File: config.mk
export PLATFORM = sky130hd
export DESIGN_NAME = spi_chk_datapath
export DESIGN_NICKNAME = d
export VERILOG_FILES = /design/src/rtl/spi_chk_pkg.sv /design/src/rtl/spi_chk_lane.sv /design/src/rtl/spi_chk_limit.sv /design/src/rtl/spi_chk_datapath.sv
export SDC_FILE = /design/constraint.sdc
export NUM_CORES = 1
export LEC_CHECK = 0
export ABC_CLOCK_PERIOD_IN_PS = 6300
export BUFFER_PORTS_ARGS = -buffer_cell sky130_fd_sc_hd__buf_4
export CAP_MARGIN = 20
export CORE_AREA = 2 2 165 167
export DETAILED_ROUTE_END_ITERATION = 10
export DIE_AREA = 0 0 167 169
export PLACE_DENSITY_LB_ADDON = 0.12
export SLEW_MARGIN = 10
export SYNTH_ARGS = -nofsm -noshare
export SYNTH_HDL_FRONTEND = slang
export SYNTH_SLANG_ARGS = --single-unit
File: constraint.sdc
create_clock -name clk -period 6.3 [get_ports clk]
set_input_delay 0.315 -clock clk [delete_from_list [all_inputs] [get_ports clk]]
set_output_delay 0.315 -clock clk [all_outputs]
set_load 0.005 [all_outputs]
File: src/rtl/spi_chk_pkg.sv
package spi_chk_pkg;

  typedef enum logic [1:0] {
    ST_OK    = 2'd0,
    ST_PARAM = 2'd1,
    ST_UNSUP = 2'd2
  } chkStatus_e;

  typedef struct packed {
    logic load;
    logic emit;
  } ctrlStrobe_t;

endpackage

File: src/rtl/spi_chk_lane.sv
module spi_chk_lane #(
  parameter int CODE_W = 8,
  parameter int CAP_W  = 3
) (
  input  logic [CODE_W-1:0] laneCode,
  input  logic [CAP_W-1:0]  laneCap,
  output logic              codeBad,
  output logic              codeUnsup
);
  always_comb begin
    codeBad   = 1'b0;
    codeUnsup = 1'b0;
    case (laneCode)
      CODE_W'(0), CODE_W'(1): ;
      CODE_W'(2): codeUnsup = !laneCap[0];
      CODE_W'(4): codeUnsup = !laneCap[1];
      CODE_W'(8): codeUnsup = !laneCap[2];
      default:    codeBad   = 1'b1;
    endcase
  end
endmodule

File: src/rtl/spi_chk_limit.sv
module spi_chk_limit #(
  parameter int VAL_W          = 32,
  parameter bit ZERO_UNLIMITED = 1'b0
) (
  input  logic [VAL_W-1:0] reqVal,
  input  logic [VAL_W-1:0] maxVal,
  output logic             overLimit
);
  generate
    if (ZERO_UNLIMITED) begin : gUnlimited
      assign overLimit = (maxVal != '0) && (reqVal > maxVal);
    end else begin : gUnsupported
      // zero maximum: only a zero request fits
      assign overLimit = reqVal > maxVal;
    end
  endgenerate
endmodule

File: src/rtl/spi_chk_datapath.sv
module spi_chk_datapath
  import spi_chk_pkg::*;
#(
  parameter int VAL_W   = 32,
  parameter int IDX_W   = 8,
  parameter int MAX_BPW = 32,
  parameter int NUM_DLY = 4,
  parameter int LANE_W  = 3
) (
  input  logic                     clk,
  input  logic                     rstN,
  input  ctrlStrobe_t              strobe,
  input  logic [IDX_W-1:0]         reqCs,
  input  logic [IDX_W-1:0]         reqBpw,
  input  logic [IDX_W-1:0]         reqTxLanes,
  input  logic [IDX_W-1:0]         reqRxLanes,
  input  logic [4:0]               reqMode,
  input  logic                     reqCsChange,
  input  logic [VAL_W-1:0]         reqFreq,
  input  logic [NUM_DLY*VAL_W-1:0] reqDelays,
  input  logic [IDX_W-1:0]         capCsCount,
  input  logic                     capCsChange,
  input  logic [LANE_W-1:0]        capTxLanes,
  input  logic [LANE_W-1:0]        capRxLanes,
  input  logic [MAX_BPW-1:0]       capBpwMask,
  input  logic [6:0]               capModes,
  input  logic [VAL_W-1:0]         capFreqMax,
  input  logic [NUM_DLY*VAL_W-1:0] capDelayMax,
  output logic [1:0]               status
);
  localparam int BPW_IDX_W = $clog2(MAX_BPW);

  logic [1:0]         laneBad;
  logic [1:0]         laneUnsup;
  logic [NUM_DLY-1:0] dlyOver;
  logic               freqOver;
  logic               csBad;
  logic               bpwBad;
  logic               bpwUnsup;
  logic [IDX_W-1:0]   bpwMinus1;
  logic               phaseBad;
  logic               polBad;
  logic               optBad;
  logic               paramErr;
  logic               unsupErr;
  chkStatus_e         statusQ;

  generate
    for (genvar d = 0; d < 2; d++) begin : gLane
      spi_chk_lane #(.CODE_W(IDX_W), .CAP_W(LANE_W)) laneChk (
        .laneCode  (d == 0 ? reqTxLanes : reqRxLanes),
        .laneCap   (d == 0 ? capTxLanes : capRxLanes),
        .codeBad   (laneBad[d]),
        .codeUnsup (laneUnsup[d])
      );
    end
    for (genvar k = 0; k < NUM_DLY; k++) begin : gDelay
      spi_chk_limit #(.VAL_W(VAL_W), .ZERO_UNLIMITED(1'b0)) dlyChk (
        .reqVal    (reqDelays[k*VAL_W +: VAL_W]),
        .maxVal    (capDelayMax[k*VAL_W +: VAL_W]),
        .overLimit (dlyOver[k])
      );
    end
  endgenerate

  spi_chk_limit #(.VAL_W(VAL_W), .ZERO_UNLIMITED(1'b1)) freqChk (
    .reqVal    (reqFreq),
    .maxVal    (capFreqMax),
    .overLimit (freqOver)
  );

  function automatic logic settingBad(input logic [1:0] capCode, input logic want);
    case (capCode)
      2'b00:   return 1'b0;
      2'b01:   return want;
      2'b10:   return !want;
      default: return 1'b1;
    endcase
  endfunction

  always_comb begin
    csBad     = reqCs >= capCsCount;
    bpwBad    = (reqBpw == '0) || (reqBpw > IDX_W'(MAX_BPW));
    bpwMinus1 = reqBpw - IDX_W'(1);
    bpwUnsup  = !bpwBad && (capBpwMask != '0) &&
                !capBpwMask[bpwMinus1[BPW_IDX_W-1:0]];
    phaseBad  = settingBad(capModes[1:0], reqMode[0]);
    polBad    = settingBad(capModes[3:2], reqMode[1]);
    optBad    = |(reqMode[4:2] & ~capModes[6:4]);
    paramErr  = (|laneBad) || csBad || bpwBad;
    unsupErr  = (|laneUnsup) || phaseBad || polBad || optBad || bpwUnsup ||
                freqOver || (|dlyOver) || (reqCsChange && !capCsChange);
  end

  always_ff @(posedge clk) begin
    if (!rstN) begin
      statusQ <= ST_OK;
    end else if (strobe.load) begin
      if (paramErr)      statusQ <= ST_PARAM;
      else if (unsupErr) statusQ <= ST_UNSUP;
      else               statusQ <= ST_OK;
    end
  end

  assign status = statusQ;


  cs_range_chk: assert property (@(posedge clk) disable iff (!rstN)
    (strobe.load && reqCs >= capCsCount) |=> statusQ == ST_PARAM);

  lane_code_chk: assert property (@(posedge clk) disable iff (!rstN)
    (strobe.load && !(reqTxLanes inside {8'd0, 8'd1, 8'd2, 8'd4, 8'd8}))
      |=> statusQ == ST_PARAM);

  cs_toggle_chk: assert property (@(posedge clk) disable iff (!rstN)
    (strobe.load && reqCsChange && !capCsChange) |=> statusQ != ST_OK);

  status_code_chk: assert property (@(posedge clk) disable iff (!rstN)
    strobe.emit |-> statusQ inside {ST_OK, ST_PARAM, ST_UNSUP});
endmodule

==> impl_metrics.env <==
export IMPL_status="complete, no violations"
export IMPL_power_uw=590.3
export IMPL_max_slew_margin_rel=0.5112
export IMPL_report_final_slew_viol_count=0
export IMPL_busiest_layer="met2"
export IMPL_gp_congestion=0.7998
export IMPL_hold_buffers=0
export IMPL_yosysWarnings=0
export IMPL_synth_cell_types=53
export IMPL_start_util=0.1881
export IMPL_cpPeakStageDelay_ns=0.71
export IMPL_final_cells=1428
export IMPL_worst_hold_slack_ns=0.3591
export IMPL_seq_power_share=0.023
export IMPL_post_route_period_util=0.4877
export IMPL_syn_nets=1256
export IMPL_clock_path_buffers=2
export IMPL_ctsRootBufferMaster="clkbuf_16"
export IMPL_grt_pass1_vias=6404
export IMPL_clock_power_share=0.159
export IMPL_h_tree_depth=1
export IMPL_fin_crit_ns=3.073
export IMPL_ant_nets=0
export IMPL_drive_above_1_share=0.3965
export IMPL_io_pins=418
export IMPL_postSynthAreaPerCell_um2=7.442
export IMPL_cts_tree="done"
export IMPL_startpoint_type="input port"
export IMPL_yosysTopAreaCell="ha_1"
export IMPL_cts_sinks=2
export IMPL_synth_edf_count=0
export IMPL_cts_repair_resized=0
export IMPL_vias=6271
export IMPL_max_slew_worst_pin_slew_ns=0.7147
export IMPL_synth_seq_cells=2
export IMPL_skew_ns=0
export IMPL_syn_area_mm2=0.004986
export IMPL_max_freq_mhz=325.5
export IMPL_grt_start_max_net_pins=11
export IMPL_setup_violations=0
export IMPL_layout_commonest_cell="buf_4"
export IMPL_use_met3=0.04255
export IMPL_synth_ff_type="dfxtp_1"
export IMPL_grt_first_pass_wirelength_um=33680
export IMPL_core_rowCount=60
export IMPL_clkLatencyLatePin_ns=0.22
export IMPL_largest_reg_flops=2
export IMPL_layout_nets=1675
export IMPL_die_w_um=167
export IMPL_required_ns=6.37
export IMPL_final_cell_mix="buf_4 (416), inv_1 (177), ha_1 (170)"
export IMPL_grt_antenna_before_repair=0
export IMPL_clkTransAtPathRegs_ns=0.03
export IMPL_p_switching_uw=204.6
export IMPL_grtUsageTotal=0.1505
export IMPL_dr_first_iter_drc_count=181
export IMPL_die_area_mm2=0.02822
export IMPL_ir_drop_uv=75.95
export IMPL_hold_path_class="input port to register"
export IMPL_syn_inst=670
export IMPL_cp_max_fo=3
export IMPL_met2_usage=0.2825
export IMPL_die_h_um=169
export IMPL_async_reset_ff_frac=0
export IMPL_grt_overflow_total=0
export IMPL_ys_seq_area_frac=0.008030
export IMPL_hold_viol=0
export IMPL_setup_tns_ns=0
export IMPL_core_area_mm2=0.02650
export IMPL_intPower_uw=385.7
export IMPL_vias_per_cell=4.391
export IMPL_dp_hpwl_um=21510
export IMPL_power_leakage_uw=0.005028
export IMPL_drtPass1Iterations=4
export IMPL_dp_cells=1425
export IMPL_rsz0062_at_grt="no"
export IMPL_diodes=0
export IMPL_crit_slowest_cell="a2111oi_0"
export IMPL_post_cts_buffers=0
export IMPL_cts_made_buffers=3
export IMPL_swShare=0.3466
export IMPL_combPwrFrac=0.818
export IMPL_powerDensity_mw_per_mm2=68.62
export IMPL_critical_path_cell_chain="buf_4 -> ha_1 -> nand4_1 -> nor4_1 -> nand2_1 -> a2111oi_0 -> o2111ai_1 -> nor4bb_1 -> a221oi_2"
export IMPL_cp_arrival_ns=3.14
export IMPL_path_class="input port to register"
export IMPL_ys_top_cells_by_area="ha_1 (43%), inv_1 (13%), a21oi_1 (5.5%), nand4_1 (5.1%), a21o_1 (5.1%)"
export IMPL_met1_usage=0.1717
export IMPL_wl_um=22320
export IMPL_remaining_drc_errors=0
export IMPL_synth_top_cell_area_share=0.4266
export IMPL_endpoint_kind="register"
export IMPL_drv_cap=0
export IMPL_syn_to_final_growth_pct=72.52
export IMPL_numPortBuffers=416
export IMPL_post_drt_wl_per_cell_um=15.63
==> cell families after synthesis <==
logic type | Yosys count | share of synthesized area
AO/OA/AOI/OAI | 147 | 0.1947
adder cells (fa/ha/maj) | 172 | 0.4306
AND/OR/NAND/NOR | 153 | 0.1734
buffers and inverters | 179 | 0.1350
multiplexers | 13 | 0.05119
flip-flops | 2 | 0.008030
XOR/XNOR | 4 | 0.007028
==> per-stage QoR <==
stage                     area (um2)  utilization  setup WS (ns)
after global placement          8527       0.3218          2.741
after CTS                       8602       0.3246          2.857
after detailed placement        8527       0.3218          2.666
final                           8602       0.3246          3.227
after global routing            8602       0.3246          2.765
after floorplan                 4986            -          3.676
==> power by group through the flow <==
stage | Clock, uW | Combinational, uW | Sequential, uW
6_report | 93.6 | 483 | 13.6
5_1_grt | 96.8 | 551 | 13.6
4_1_cts | 94.6 | 491 | 13.6
3_5_place_dp | 0 | 488 | 13.8
3_3_place_gp | 0 | 487 | 13.9
2_1_floorplan | 0 | 214 | 13.6
==> cells in the mapped netlist, types with 6 or more instances <==
cell type,count
nor2b_1,7
nor4_1,25
a211oi_1,6
a21oi_1,55
ha_1,170
nand4_1,41
nor3_1,9
nand2_1,23
a221o_1,6
inv_1,177
mux4_2,10
o211ai_1,6
nand3_1,13
o21ai_0,14
nor2_1,13
a21o_1,34
==> layout make-up <==
class                      instances  area [um2]
clock buffer                       3       75.07
fill                            2921       17900
inverter                         177       664.4
multi-input combinational        489        4273
sequential                         2       40.04
tap                              341       426.7
timing repair buffer             416        3123
==> critical path: cells and delay by family <==
family	cells	cell delay (ns)
AND/OR/NAND/NOR	4	1.30
AO/OA/AOI/OAI	3	1.11
adder cells (fa/ha/maj)	1	0.31
buffers and inverters	1	0.11
==> routing by layer <==
metal	routed length (um)	up-vias
li1	-	3269
met1	8833	2729
met2	11210	251
met3	1915	22
met4	364	0
met5	0	-
==> worst paths after layout <==
check	from	end	slack (ns)	cells past startpoint
max	reqDelays[103]	status[1]	3.23	9
min	rstN	status[0]	0.36	2
max reg2reg	status[1]	status[1]	3.68	7
min reg2reg	status[0]	status[0]	0.52	1
Power figures use the tool's default switching activity.
